**config.mk**
```make
export PLATFORM = sky130hd
export DESIGN_NAME = pcb_unit
export DESIGN_NICKNAME = d
export VERILOG_FILES = /design/src/rtl/pcb_pkg.sv /design/src/rtl/pcb_ctrl.sv /design/src/rtl/pcb_datapath.sv /design/src/rtl/pcb_unit.sv
export SDC_FILE = /design/constraint.sdc
export NUM_CORES = 1
export LEC_CHECK = 0
export CAP_MARGIN = 15
export CORE_MARGIN = 5
export CORE_UTILIZATION = 36
export DETAILED_ROUTE_END_ITERATION = 8
export PLACE_DENSITY_LB_ADDON = 0.2
export SYNTH_ARGS = -nofsm -noshare
export SYNTH_HDL_FRONTEND = slang
export SYNTH_SLANG_ARGS = --single-unit
```
**constraint.sdc**
```tcl
create_clock -name clk -period 2 [get_ports clk]
set_input_delay 0.2 -clock clk [delete_from_list [all_inputs] [get_ports clk]]
set_output_delay 0.2 -clock clk [all_outputs]
set_load 0.1 [all_outputs]
```
**src/rtl/pcb_pkg.sv**
```systemverilog
package pcb_pkg;

  localparam int unsigned OPC_W  = 4;
  localparam int unsigned COND_W = 4;

  localparam logic [OPC_W-1:0] OPC_IDLE = 4'h0;
  localparam logic [OPC_W-1:0] OPC_JUMP = 4'h1;
  localparam logic [OPC_W-1:0] OPC_STOP = 4'hE;

  // Strobes from control to the address datapath
  typedef struct packed {
    logic load;   // take the branch target
    logic incr;   // move to the next word
  } pcCmd_t;

endpackage

```
**src/rtl/pcb_ctrl.sv**
```systemverilog
module pcb_ctrl
  import pcb_pkg::*;
#(
  parameter int unsigned INSTR_W = 32,
  parameter int unsigned FLAG_W  = 5
) (
  input  logic               clk,
  input  logic               rst,
  input  logic               stepStrobe,
  input  logic [INSTR_W-1:0] instrWord,
  input  logic [FLAG_W-1:0]  statusFlags,
  output pcCmd_t             pcCmd,
  output logic               haltedQ
);

  localparam int unsigned COND_N  = 2 ** COND_W;
  localparam int unsigned OPC_LSB = INSTR_W - OPC_W;
  localparam int unsigned CC_LSB  = OPC_LSB - COND_W;

  logic [OPC_W-1:0]  opField;
  logic [COND_W-1:0] ccField;
  logic [COND_N-1:0] condVec;
  logic              unusedLow;
  logic              active;
  logic              isJump;
  logic              isStop;
  logic              condMet;

  assign opField   = instrWord[INSTR_W-1:OPC_LSB];
  assign ccField   = instrWord[OPC_LSB-1:CC_LSB];
  assign unusedLow = ^instrWord[CC_LSB-1:0];

  // Entry 0 is always true; entry k tests status bit k-1; the rest never hold
  genvar k;
  generate
    for (k = 0; k < COND_N; k++) begin : g_cond
      if (k == 0) begin : g_always
        assign condVec[k] = 1'b1;
      end else if (k <= FLAG_W) begin : g_flag
        assign condVec[k] = statusFlags[k-1];
      end else begin : g_never
        assign condVec[k] = 1'b0;
      end
    end
  endgenerate

  assign active  = stepStrobe && !haltedQ;
  assign isJump  = (opField == OPC_JUMP);
  assign isStop  = (opField == OPC_STOP);
  assign condMet = condVec[ccField];

  always_comb begin
    pcCmd      = '0;
    pcCmd.load = active && isJump && condMet;
    pcCmd.incr = active && !isStop && !(isJump && condMet);
  end

  always_ff @(posedge clk) begin
    if (rst) begin
      haltedQ <= 1'b0;
    end else if (active && isStop) begin
      haltedQ <= 1'b1;
    end
  end

  AST_HALT_STICKY: assert property (@(posedge clk) disable iff (rst)
    haltedQ |=> haltedQ);

  AST_HALT_NO_CMD: assert property (@(posedge clk) disable iff (rst)
    haltedQ |-> (pcCmd == '0));

endmodule

```
**src/rtl/pcb_datapath.sv**
```systemverilog
module pcb_datapath
  import pcb_pkg::*;
#(
  parameter int unsigned ADDR_W = 12
) (
  input  logic              clk,
  input  logic              rst,
  input  pcCmd_t            pcCmd,
  input  logic [ADDR_W-1:0] jumpTarget,
  output logic [ADDR_W-1:0] pcQ
);

  localparam logic [ADDR_W-1:0] ADDR_ONE = ADDR_W'(1);

  logic [ADDR_W-1:0] pcNext;

  always_comb begin
    pcNext = pcQ;
    if (pcCmd.load) begin
      pcNext = jumpTarget;
    end else if (pcCmd.incr) begin
      pcNext = pcQ + ADDR_ONE;
    end
  end

  always_ff @(posedge clk) begin
    if (rst) begin
      pcQ <= '0;
    end else begin
      pcQ <= pcNext;
    end
  end

  AST_LOAD_TARGET: assert property (@(posedge clk) disable iff (rst)
    pcCmd.load |=> (pcQ == $past(jumpTarget)));

endmodule

```
**src/rtl/pcb_unit.sv**
```systemverilog
module pcb_unit
  import pcb_pkg::*;
#(
  parameter int unsigned ADDR_W  = 12,
  parameter int unsigned INSTR_W = 32,
  parameter int unsigned FLAG_W  = 5
) (
  input  logic               clk,
  input  logic               rst,
  input  logic               stepStrobe,
  input  logic [INSTR_W-1:0] instrWord,
  input  logic [FLAG_W-1:0]  statusFlags,
  output logic [ADDR_W-1:0]  pcAddr,
  output logic               haltedFlag
);

  localparam int unsigned OPC_LSB = INSTR_W - OPC_W;
  localparam int unsigned CC_LSB  = OPC_LSB - COND_W;

  pcCmd_t pcCmd;

  pcb_ctrl #(
    .INSTR_W(INSTR_W),
    .FLAG_W (FLAG_W)
  ) i_ctrl (
    .clk        (clk),
    .rst        (rst),
    .stepStrobe (stepStrobe),
    .instrWord  (instrWord),
    .statusFlags(statusFlags),
    .pcCmd      (pcCmd),
    .haltedQ    (haltedFlag)
  );

  pcb_datapath #(
    .ADDR_W(ADDR_W)
  ) i_datapath (
    .clk       (clk),
    .rst       (rst),
    .pcCmd     (pcCmd),
    .jumpTarget(instrWord[ADDR_W-1:0]),
    .pcQ       (pcAddr)
  );

  logic [OPC_W-1:0]  opSeen;
  logic [COND_W-1:0] ccSeen;
  logic              liveStep;

  assign opSeen   = instrWord[INSTR_W-1:OPC_LSB];
  assign ccSeen   = instrWord[OPC_LSB-1:CC_LSB];
  assign liveStep = stepStrobe && !haltedFlag;

  AST_RESET_STATE: assert property (@(posedge clk)
    rst |=> (pcAddr == '0) && !haltedFlag);

  AST_IDLE_HOLD: assert property (@(posedge clk) disable iff (rst)
    !stepStrobe |=> $stable(pcAddr) && $stable(haltedFlag));

  AST_PLAIN_ADVANCE: assert property (@(posedge clk) disable iff (rst)
    (liveStep && opSeen != OPC_JUMP && opSeen != OPC_STOP)
      |=> (pcAddr == $past(pcAddr) + ADDR_W'(1)));

  AST_ALWAYS_TAKEN: assert property (@(posedge clk) disable iff (rst)
    (liveStep && opSeen == OPC_JUMP && ccSeen == '0)
      |=> (pcAddr == $past(instrWord[ADDR_W-1:0])));

  AST_NEVER_TAKEN: assert property (@(posedge clk) disable iff (rst)
    (liveStep && opSeen == OPC_JUMP && ccSeen > COND_W'(FLAG_W))
      |=> (pcAddr == $past(pcAddr) + ADDR_W'(1)));

  AST_STOP_ENTRY: assert property (@(posedge clk) disable iff (rst)
    (liveStep && opSeen == OPC_STOP) |=> haltedFlag && $stable(pcAddr));

  AST_HALT_FREEZE: assert property (@(posedge clk) disable iff (rst)
    haltedFlag |=> $stable(pcAddr));

endmodule

```
==> impl_metrics.toml, run 1 <==
[power]
cellPowerDensity_nw_per_um2 = 479
p_seq_share_pct = 43.2
p_leak_nw = 0.524
pwr-share-comb_pct = 30.5
clockPowerShare_pct = 26.3
ir_drop_mv = 0.333
swShare_pct = 32.7
p_sw_w = 0.000211
power.internal_w = 0.000435

[drt]
drtIter0Drc = 17
drt-met1-wl_mm = 1.01
num_vias = 1011
routedWlPerCell_um = 13.7
drtAntennaViolNets = 0
wl_met2_mm = 1.27
firstDrtPassIters = 4
drt_wl_total_mm = 2.51
drc = 0
wl_met3_um = 219
highest_layer = "met4"
vias_per_cell = 5.52

[setup_path]
path_class = "in2reg"
worst_setup_path_start_kind = "primary input"
critPathSlowestCell = "clkdlybuf4s50_1"
path_max_fanout = 7
path_delay_family = "simple AND/OR/NAND/NOR gates"
cp-end-kind = "flip-flop"
crit_cells = 7
cp_num_buf_inv = 2
crit_chain = "clkdlybuf4s50_1, or3b_1, nor4_2, o211a_1, buf_4, a22oi_1, a31oi_1"
slowest_delay_ns = 0.46
reg2reg_depth = 6
crit_required_ns = 2.20
critPathArrivalTime_ns = 2.09

[sta]
finalClockSkew_ns = 0.00284
finalSetupViolations = 0
setup_tns_ns = 0
clock.fmax_ghz = 0.528
min_period_ns = 1.89
worst_slack_ns = 0.107
rsz0062_at_grt = "no"
tightest_slew_ns = 0.521
relSlewSlack_pct = 65.2
final_hold_viol_count = 0
slew_viol_final = 0
fin_crit_sh_pct = 94.6

[synthesis]
ys_dominant_reg_cell = "dfxtp_1"
synth-seq-area-share_pct = 30.4
synth-seq-cells = 13
synthCells = 104
synth_area_um2 = 856
syn_avg_cell_area_um2 = 8.23
synth_edf_count = 0
synth_commonest_cells = "dfxtp_1, nand2_1, a31oi_1"
async_reset_ff_share_pct = 0
yosysMostFrequentCell = "dfxtp_1"
synth.top_cell.area_share_pct = 30.4
synth_cell_type_count = 37
yosys-top-cells-area = "dfxtp_1, a31oi_1, nand2_1"
yosys.area.top_type = "dfxtp_1"
yosys_warnings = 0
syn-num-nets = 145

[clock_tree]
clk_latency_ns = 0.28
cts_resized = 0
cts_tree = "built"
cts_made_buffers = 3
cts_setup_buffers = 0
cts_sinks = 13
path_clk_slew_ns = 0.08
cts_buffer_depth = 2
cts-htree-levels = 1
cts_root_buffer = "clkbuf_4"
hold_buffers = 0

[grt]
grt_remaining_overflow = 0
grt_pass1_wl_mm = 4.20
antenna_found_initial = 0
grt_max_degree = 14
grt_pass1_vias = 954
grt_util_all_layers_pct = 15.3

[placement]
port_buffers = 40
hpwl_mm = 2.01
gp_congestion = 0.756
dp_slack_ns = -0.189

[layout]
antenna_cells = 0
drive_above_1_share_pct = 24.5
areaGrowthSynthToFinish_pct = 57.3
layout.nets = 197

[floorplanning]
fp.dieW_um = 58.8
initial_core_util_pct = 38.3
pin_count = 53
dieArea_um2 = 3450
core-area_um2 = 2230
rows = 17
die_height_um = 58.8

[worst_hold_path]
hold_depth = 2
min_path_type = "reg2reg"

[run]
max_cap_viol_count = 0

[run_status]
status = "finished clean"
==> tightest hold or removal path: cells and delay by family (launching register included) <==
family / cells / cell delay (ns)
AO/OA/AOI/OAI: 1 / 0.04
flip-flops: 1 / 0.35
AND/OR/NAND/NOR: 1 / 0.07
==> power groups by stage <==
stage / Combinational, W / Clock [W] / Sequential [W]
2_1_floorplan: 0.0000454 / 0 / 0.000344
3_3_place_gp: 0.000195 / 0 / 0.000284
3_5_place_dp: 0.000198 / 0 / 0.000285
4_1_cts: 0.000198 / 0.000175 / 0.000279
5_1_grt: 0.000210 / 0.000192 / 0.000281
6_report: 0.000197 / 0.000170 / 0.000279
==> cells in the final DEF (no fill, tap or decap), types with 2 or more instances in the layout <==
master and count:
xor2_1 2, buf_4 24, nand4b_1 2, nor2_1 8, o211ai_1 4, inv_1 3
dfxtp_1 6, a22oi_1 3, nor2b_1 2, clkbuf_4 3, nor3_1 4, nand3_1 7
clkdlybuf4s50_1 27, nand2_1 11, a21oi_1 2, a31oi_1 9, or4_1 2, nand4_1 3
nand2b_1 3, o21ai_0 2, dfxtp_2 7, mux2i_1 3
==> worst paths after layout <==
check | to | start | slack, ns
worst max-delay path | i_datapath.pcQ[2] | instrWord[28] | 0.11
worst min-delay path | i_ctrl.haltedQ | i_ctrl.haltedQ | 0.49
worst max register to register | i_datapath.pcQ[8] | i_datapath.pcQ[0] | 0.39
worst min register to register | i_ctrl.haltedQ | i_ctrl.haltedQ | 0.49
==> stage by stage <==
stage | util (%) | instances | power (W) | hold WS [ns] | cell area [µm²]
6_report | 60.3 | 183 | 0.000645 | 0.490 | 1350
5_1_grt | 60.3 | 183 | 0.000682 | 0.493 | 1350
4_1_cts | 60.3 | 183 | 0.000652 | 0.491 | 1350
3_5_place_dp | 59.1 | 179 | 0.000483 | 0.479 | 1320
3_3_place_gp | 59.1 | 179 | 0.000479 | 0.464 | 1320
2_1_floorplan | - | 104 | 0.000390 | 0.257 | 865
==> cell type report <==
class / count / area [µm²]
clock buffers: 4 / 26.3
fillers: 202 / 887
inverters: 3 / 11.3
multi-input cells: 84 / 554
flip-flops and latches: 13 / 269
well taps: 28 / 35.0
repair buffers: 51 / 450
==> per-layer routing <==
metal / global-route usage (%) / vias to the layer above
met3: 5.48 / 2
met1: 17.4 / 462
met2: 27.4 / 39
li1: - / 508
met5: 0 / -
met4: 2.91 / 0
==> state kept, by name, summed over array words and instances, names as in the netlist <==
register and flops:
i_ctrl.haltedQ 1, i_datapath.pcQ 12
==> cell families (layout without fill, tap and decap cells) <==
family / Yosys count / after routing / share of synthesized area (%)
compound gates: 29 / 29 / 26.0
xor+xnor: 3 / 3 / 3.07
fa+ha+maj: 1 / 1 / 1.46
buf+inv: 7 / 58 / 4.82
flops: 13 / 13 / 30.4
mux: 3 / 3 / 3.51
simple gates: 48 / 48 / 30.7
No activity file was read; power rests on OpenSTA's default activity.
==> run 2: changes to the inputs <==
--- a/config.mk
+++ b/config.mk
@@ -5,10 +5,12 @@
 export SDC_FILE = /design/constraint.sdc
 export NUM_CORES = 1
 export LEC_CHECK = 0
+export ABC_CLOCK_PERIOD_IN_PS = 2000
 export CAP_MARGIN = 15
 export CORE_MARGIN = 5
 export CORE_UTILIZATION = 36
 export DETAILED_ROUTE_END_ITERATION = 8
+export MAX_ROUTING_LAYER = met4
 export PLACE_DENSITY_LB_ADDON = 0.2
 export SYNTH_ARGS = -nofsm -noshare
 export SYNTH_HDL_FRONTEND = slang
==> impl_metrics.toml, run 2 (same netlist as run 1, synthesis figures left out) <==
[sta]
final_hold_viol_count = 0
relSlewSlack_pct = 64.9
worst_slack_ns = 0.105
clock.fmax_ghz = 0.528
tightest_slew_ns = 0.524
finalSetupViolations = 0
min_period_ns = 1.90
slew_viol_final = 0
setup_tns_ns = 0
holdWs_ns = 0.490
rsz0062_at_grt = "no"
fin_crit_sh_pct = 94.8
finalClockSkew_ns = 0.00284

[floorplanning]
initial_core_util_pct = 38.3
rows = 17
dieArea_um2 = 3450
core-area_um2 = 2230
fp.dieW_um = 58.8
pin_count = 53
die_height_um = 58.8

[drt]
drc = 0
drt_wl_total_mm = 2.53
num_vias = 1014
vias_per_cell = 5.54
firstDrtPassIters = 4
routedWlPerCell_um = 13.8
drtIter0Drc = 18
drtAntennaViolNets = 0

[clock_tree]
cts_root_buffer = "clkbuf_4"
cts_made_buffers = 3
cts_tree = "built"
path_clk_slew_ns = 0.08
cts_buffer_depth = 2
cts_setup_buffers = 0
cts_resized = 0
clk_latency_ns = 0.28
hold_buffers = 0
cts_sinks = 13
cts-htree-levels = 1

[run]
max_cap_viol_count = 0

[placement]
hpwl_mm = 2.01
dp_slack_ns = -0.189
port_buffers = 40
gp_congestion = 0.766

[power]
swShare_pct = 32.6
p_leak_nw = 0.524
p_total_w = 0.000644
cellPowerDensity_nw_per_um2 = 479
clockPowerShare_pct = 26.1
ir_drop_mv = 0.333
power.internal_w = 0.000434
p_sw_w = 0.000210
p_seq_share_pct = 43.3
pwr-share-comb_pct = 30.6

[layout]
n_fill_cell = 202
top_register = "i_datapath.pcQ"
drive_above_1_share_pct = 24.5
seqCellArea_um2 = 269
layout.nets = 197
fin_util_pct = 60.3
largest_reg_flops = 12
reg_top3 = "i_datapath.pcQ x12, i_ctrl.haltedQ x1"
multi_input_area_um2 = 554
antenna_cells = 0
mostFrequentLayoutCells = "clkdlybuf4s50_1, buf_4, nand2_1"
layout_commonest_cell = "clkdlybuf4s50_1"
areaGrowthSynthToFinish_pct = 57.3

[grt]
grt_util_all_layers_pct = 15.8
antenna_found_initial = 0
grt_pass1_wl_mm = 4.20
grt_pass1_vias = 953
grt_remaining_overflow = 0
grt_max_degree = 14

[setup_path]
crit_required_ns = 2.20
slowest_delay_ns = 0.46
crit_chain = "clkdlybuf4s50_1, or3b_1, nor4_2, o211a_1, buf_4, a22oi_1, a31oi_1"
worst_r2r_endpoint = "i_datapath.pcQ[8]"
cp-end-kind = "flip-flop"
r2r_start = "i_datapath.pcQ[0]"
reg2reg_slack_ns = 0.38
path_delay_family = "simple AND/OR/NAND/NOR gates"
path_class = "in2reg"
cp_num_buf_inv = 2
critPathSlowestCell = "clkdlybuf4s50_1"
reg2reg_depth = 6
critPathArrivalTime_ns = 2.09
worst_setup_path_start_kind = "primary input"
path_max_fanout = 7

[worst_hold_path]
hold_end = "i_ctrl.haltedQ"
hold_depth = 2
min_path_type = "reg2reg"
holdCritStartpoint = "i_ctrl.haltedQ"

[run_status]
status = "finished clean"
-- run 2: cell counts in the layout (fill, tap and decap cells not counted) --
Identical to the previous run, type by type.
-- run 2: layout make-up --
| class | instances | area share (%) |
|---|---|---|
| inverter | 3 | 0.836 |
| multi-input combinational | 84 | 41.2 |
| sequential | 13 | 20.0 |
| timing repair buffer | 51 | 33.5 |
| tap | 28 | 2.60 |
| clock buffer | 4 | 1.95 |
-- run 2: per-stage QoR --
stage          instances  area, µm²
2_1_floorplan        104        865
3_3_place_gp         179       1320
3_5_place_dp         179       1320
4_1_cts              183       1350
5_1_grt              183       1350
6_report             183       1350
-- run 2: worst max path at each step --
stage | start | end | slack (ns) | cells past startpoint
after detailed placement | instrWord[28] | i_datapath.pcQ[2] | -0.19 | 7
after floorplan | i_datapath.pcQ[0] | i_datapath.pcQ[8] | 0.08 | 6
after CTS | instrWord[28] | i_datapath.pcQ[2] | 0.11 | 7
final | instrWord[28] | i_datapath.pcQ[2] | 0.10 | 7
after global routing | instrWord[28] | i_datapath.pcQ[2] | 0.04 | 7
after global placement | instrWord[28] | i_datapath.pcQ[2] | -0.15 | 7
-- run 2: routing by layer --
metal	wire length (µm)	up-vias	part of all wire, %	global-route usage, %
met4	5	0	0.20	2.91
met3	197	2	7.8	4.82
met1	1050	467	41	17.8
met2	1280	38	51	27.4
li1	-	507	-	-
met5	0	-	0	-
-- run 2: power by group through the flow --
stage | sequential (W) | clock (W) | combinational [W]
2_1_floorplan | 0.000344 | 0 | 0.0000454
3_3_place_gp | 0.000284 | 0 | 0.000195
3_5_place_dp | 0.000285 | 0 | 0.000198
4_1_cts | 0.000279 | 0.000175 | 0.000198
5_1_grt | 0.000281 | 0.000192 | 0.000210
6_report | 0.000279 | 0.000168 | 0.000197
-- run 2: tightest hold or removal path, stage by stage, from the launching register on --
cell and delay (ns):
dfxtp_2 0.35, a21oi_1 0.04, nor2_1 0.07
